`src/rtl/wprot_pkg.sv`:
```
package wprot_pkg;
  // Which auto-lock window the timer is measuring
  typedef enum logic {
    WIN_POWERON = 1'b0,
    WIN_SOFT    = 1'b1
  } win_sel_e;
endpackage

```
`src/rtl/wprot_key_seq.sv`:
```
module wprot_key_seq #(
  parameter int          DATA_W = 8,
  parameter logic [DATA_W-1:0] KEY1 = 8'h00,
  parameter logic [DATA_W-1:0] KEY2 = 8'h40
) (
  input  logic              clk,
  input  logic              rst_n,
  input  logic              lock_wr,
  input  logic [DATA_W-1:0] lock_data,
  output logic              unlock_req
);
  logic armed_q, armed_d;

  // Any write to the lock register re-arms only on KEY1; all else disarms
  always_comb begin
    armed_d = armed_q;
    if (lock_wr) armed_d = (lock_data == KEY1);
  end

  always_ff @(posedge clk or negedge rst_n) begin
    if (!rst_n) armed_q <= 1'b0;
    else        armed_q <= armed_d;
  end

  assign unlock_req = lock_wr && armed_q && (lock_data == KEY2);
endmodule

```
`src/rtl/wprot_win_timer.sv`:
```
module wprot_win_timer
  import wprot_pkg::*;
#(
  parameter int PO_SECS = 15,
  parameter int UL_SECS = 2
) (
  input  logic clk,
  input  logic rst_n,
  input  logic sec_tick,
  input  logic run,
  input  logic restart,
  output logic expire
);
  localparam int MAXW  = (PO_SECS > UL_SECS) ? PO_SECS : UL_SECS;
  localparam int CNT_W = $clog2(MAXW + 1);
  localparam logic [CNT_W-1:0] PO_LAST = CNT_W'(PO_SECS - 1);
  localparam logic [CNT_W-1:0] UL_LAST = CNT_W'(UL_SECS - 1);

  logic [CNT_W-1:0] cnt_q, cnt_d;
  win_sel_e         win_q, win_d;
  logic             cnt_en, last;

  always_comb begin
    last   = (win_q == WIN_SOFT) ? (cnt_q == UL_LAST) : (cnt_q == PO_LAST);
    expire = run && sec_tick && last && !restart;
    cnt_en = restart || (run && sec_tick);
    cnt_d  = restart ? '0 : cnt_q + 1'b1;
    win_d  = restart ? WIN_SOFT : win_q;
  end

  always_ff @(posedge clk or negedge rst_n) begin
    if (!rst_n) begin
      cnt_q <= '0;
      win_q <= WIN_POWERON;
    end else begin
      if (cnt_en)  cnt_q <= cnt_d;
      if (restart) win_q <= win_d;
    end
  end
endmodule

```
`src/rtl/wprot_gate.sv`:
```
module wprot_gate #(
  parameter int                ADDR_W    = 8,
  parameter int                DATA_W    = 8,
  parameter int                PO_SECS   = 15,
  parameter int                UL_SECS   = 2,
  parameter logic [ADDR_W-1:0] LOCK_ADDR = 8'h00,
  parameter logic [ADDR_W-1:0] ERR_ADDR  = 8'h01,
  parameter logic [ADDR_W-1:0] PROT_BASE = 8'h10,
  parameter logic [DATA_W-1:0] KEY1      = 8'h00,
  parameter logic [DATA_W-1:0] KEY2      = 8'h40,
  parameter logic [DATA_W-1:0] LOCK_CMD  = 8'h80
) (
  input  logic              clk,
  input  logic              rst_n,
  input  logic              sec_tick,
  input  logic              wr_en,
  input  logic [ADDR_W-1:0] wr_addr,
  input  logic [DATA_W-1:0] wr_data,
  output logic              prot_wr_ok,
  output logic              locked,
  output logic              bus_err
);
  logic lock_wr, lock_cmd, err_wr, prot_hit;
  logic unlock_req, expire;
  logic locked_q, locked_d, err_q, err_d;

  assign lock_wr  = wr_en && (wr_addr == LOCK_ADDR);
  assign lock_cmd = lock_wr && (wr_data == LOCK_CMD);
  assign err_wr   = wr_en && (wr_addr == ERR_ADDR);
  assign prot_hit = wr_en && (wr_addr >= PROT_BASE);

  wprot_key_seq #(
    .DATA_W (DATA_W),
    .KEY1   (KEY1),
    .KEY2   (KEY2)
  ) u_key (
    .clk        (clk),
    .rst_n      (rst_n),
    .lock_wr    (lock_wr),
    .lock_data  (wr_data),
    .unlock_req (unlock_req)
  );

  wprot_win_timer #(
    .PO_SECS (PO_SECS),
    .UL_SECS (UL_SECS)
  ) u_timer (
    .clk      (clk),
    .rst_n    (rst_n),
    .sec_tick (sec_tick),
    .run      (!locked_q),
    .restart  (unlock_req),
    .expire   (expire)
  );

  // Lock state: command beats key beats timer
  always_comb begin
    locked_d = locked_q;
    if (lock_cmd)        locked_d = 1'b1;
    else if (unlock_req) locked_d = 1'b0;
    else if (expire)     locked_d = 1'b1;
  end

  // Sticky error: set by a blocked write, cleared by write-one
  always_comb begin
    err_d = err_q;
    if (prot_hit && locked_q)     err_d = 1'b1;
    else if (err_wr && wr_data[0]) err_d = 1'b0;
  end

  always_ff @(posedge clk or negedge rst_n) begin
    if (!rst_n) begin
      locked_q <= 1'b0;
      err_q    <= 1'b0;
    end else begin
      locked_q <= locked_d;
      err_q    <= err_d;
    end
  end

  assign prot_wr_ok = prot_hit && !locked_q;
  assign locked     = locked_q;
  assign bus_err    = err_q;
endmodule

```
`config.mk`:
```
export PLATFORM = sky130hd
export DESIGN_NAME = wprot_gate
export DESIGN_NICKNAME = d
export VERILOG_FILES = /design/src/rtl/wprot_pkg.sv /design/src/rtl/wprot_key_seq.sv /design/src/rtl/wprot_win_timer.sv /design/src/rtl/wprot_gate.sv
export SDC_FILE = /design/constraint.sdc
export NUM_CORES = 1
export LEC_CHECK = 0
export ABC_CLOCK_PERIOD_IN_PS = 3050
export BUFFER_PORTS_ARGS = -buffer_cell sky130_fd_sc_hd__buf_4
export CORE_AREA = 2 2 39 41
export CTS_CLUSTER_SIZE = 40
export DETAILED_ROUTE_END_ITERATION = 8
export DIE_AREA = 0 0 41 43
export HOLD_SLACK_MARGIN = 0.08
export PLACE_DENSITY_LB_ADDON = 0.15
export SYNTH_ARGS = -nofsm -noshare
export SYNTH_HDL_FRONTEND = slang
export SYNTH_SLANG_ARGS = --single-unit
```
`constraint.sdc`:
```
create_clock -name clk -period 3.05 [get_ports clk]
set_clock_uncertainty 0.2 [all_clocks]
set_input_delay 0.4575 -clock clk [delete_from_list [all_inputs] [get_ports clk]]
set_output_delay 0.4575 -clock clk [all_outputs]
set_load 0.01 [all_outputs]
```
==> summary.txt <==
outcome: complete, no violations
Critical R2R Launch: u_timer.cnt_q[1]
placer's final routability congestion estimate: 0.713
root buf cell: clkbuf_4
I/O Buffers: 22
Top cell by count, worst path: or4_4
crit-path max FO: 5
largest stage delay on the critical path: 0.58 ns
post-route cell area: 676 sq um
R2R Setup Slk: 1.47 ns
largest net degree at the start of global routing: 9
Tot GR Track Use: 14.1%
Critical Path Sink Type: flip-flop
crit-path cells: buf_4 -> or4_4 -> or4_4 -> nor4_4 -> nor2_1
fin nets: 94
Levels on crit path: 5
Area Growth Syn to Fin: 47.5%
cts bufs inserted: 3
CTS Sinks: 8
Pins Over Slew Limit: 0
number of vias per cell: 5.16
relative slew slack: 76.4%
Worst-Skew Late Latency: 0.24 ns
num rows: 14
period utilization: 72.5%
most frequent cells in the layout: buf_4 (22), dfrtp_1 (8), nor2_1 (6)
cell family contributing the most delay on the critical path: simple AND/OR/NAND/NOR gates
Worst Hold Launch: wr_data[0]
Bufs and invs on worst path: 1
Seq/Total Area, Yosys: 43.7%
top cells by area, synth: dfrtp_1 (44%), nor2_1 (4.9%), or4_4 (4.9%)
Area after DPL: 643 sq um
final worst setup slack: 0.839 ns
DP HPWL: 874 microns
slew at the pin closest to its max-slew limit: 0.354 ns
Design Power: 0.000322 W
die height: 43 microns
area fraction of the dominant cell type after synthesis: 43.7%
Initial DRC Count: 5
GR Overflow Total: 0
worst r2r dst: locked
Worst Hold Class: input port to flip-flop
TritonCTS clock tree: yes
Synth Instances: 45
Crit path arrival time: 2.13 ns
max cap viols: 0
n_diodes: 0
CTS max path bufs: 2
I/O pins: 23
P_leak: 0.301 nW
commonest non-fill, non-tap cell in the layout: buf_4
Via Count: 449
post-synth cell types: 24
Routed Antenna Nets: 0
Hold Path End: bus_err
Routed WL per cell: 11.4 microns
TNS Setup: 0 ns
CP Launch Type: input port
Tmin final: 2.21 ns
slowest stage cell, crit path: or4_4
Worst VDD drop: 0.231 mV
Initial Utilization: 33.1%
drt drc: 0
share of cells above drive strength 1: 40.8%
reg2reg path depth: 4
Core ar.: 0.00138 sq mm
Die W: 41 microns
vias in the first global route: 441
Crit Path Category: input port to flip-flop
CTS clk-pin slew, worst paths: 0.05 ns
initial antenna violation count: 0
synthesized area per cell: 10.2 sq um
DRT Pass-1 Iters: 4
Syn Std Cell Area: 458 sq um
Setup WS pre-CTS: 0.564 ns
Final setup viols: 0
leading area contributor after synthesis: dfrtp_1
f_max: 452 MHz
hold path depth: 2
global-route wire length before repair: 1700 microns
RSZ-0062 raised after global routing: no
Seq cells post-synth: 8
total die area: 0.00176 sq mm
drt total wl: 990 microns
Resize count post-CTS: 0
Synth warnings: 0
power per cell area: 476 mW/mm^2
Core Util, Final: 48.8%
synthesized netlist net count: 66
Final Hold Vio Count: 0
Critical Path RT: 2.97 ns
# H-tree levels: 1
## sequential cells by signal (all words and copies together) (netlist names)
signal and flops:
u_timer.win_q 1, u_timer.cnt_q 4, u_key.armed_q 1, locked 1, bus_err 1
## worst max path at each step
stage,start,endpoint,slack (ns)
5_1_grt,wr_addr[5],u_timer.cnt_q[1],0.78
2_1_floorplan,wr_addr[5],u_timer.cnt_q[0],0.76
6_report,wr_addr[5],u_timer.cnt_q[2],0.84
3_5_place_dp,wr_addr[5],u_timer.cnt_q[2],0.56
3_3_place_gp,wr_addr[5],u_timer.cnt_q[2],0.58
4_1_cts,wr_addr[5],u_timer.cnt_q[2],0.83
## Yosys cell counts
cell and instances:
xnor2_1 1, nor3b_1 2, or2_2 1, nand2b_1 1
o31ai_1 1, or2_1 1, nor4_1 1, nor4_4 1
nor3_1 2, or4_4 2, xor2_1 2, a221oi_1 1
and3_1 1, and3b_1 1, nand4_1 1, o2bb2ai_1 1
dfrtp_1 8, mux2i_1 1, a31oi_1 2, o41ai_1 1
nor2_1 6, ha_1 1, nor2b_1 1, nand2_1 5
## where the power goes
part           leakage, nW  internal [W]  switching, W
Combinational        0.194     0.0000487     0.0000314
Clock               0.0138     0.0000447     0.0000313
Sequential          0.0930      0.000133     0.0000323
## metal layers
layer  vias up  part of all wire, %  GRT usage [%]
met1       203                   41           15.9
met5         -                    0              0
met2        22                   48           22.5
met3         2                  9.7           5.24
met4         0                 0.81           6.00
li1        222                    -              -
## layout make-up
cell class              count  area (sq um)
repair buffers             23           175
well taps                  16          20.0
fillers                   131           708
clock buffers               3          22.5
multi-input cells          37           258
flip-flops and latches      8           200
## stage by stage
step	instances	hold WS, ns
after floorplan	45	-0.0381
after global placement	83	0.0788
after detailed placement	83	0.0797
after CTS	87	0.203
after global routing	87	0.201
final	87	0.207
## cell families (layout without fill, tap and decap cells)
| family | after synthesis | count (layout) | share of synthesized area [%] |
|---|---|---|---|
| buffers and inverters | 0 | 26 | 0 |
| AND/OR/NAND/NOR | 26 | 26 | 35.5 |
| multiplexers | 1 | 1 | 2.19 |
| AO/OA/AOI/OAI | 6 | 6 | 10.1 |
| flip-flops | 8 | 8 | 43.7 |
| adder cells (fa/ha/maj) | 1 | 1 | 2.73 |
| XOR/XNOR | 3 | 3 | 5.74 |
## worst reg2reg max path, cell delays in order, from the launching register on
cell and delay (ns):
dfrtp_1 0.41, and3_1 0.20, a221oi_1 0.38, o31ai_1 0.13, o2bb2ai_1 0.14
## repair_timing
action | 4_1_cts | 5_1_grt
hold endpoints to repair | 8 | 0
hold buffers | 1 | 0
setup buffers | 0 | 0
No activity file was read; power rests on OpenSTA's default activity.
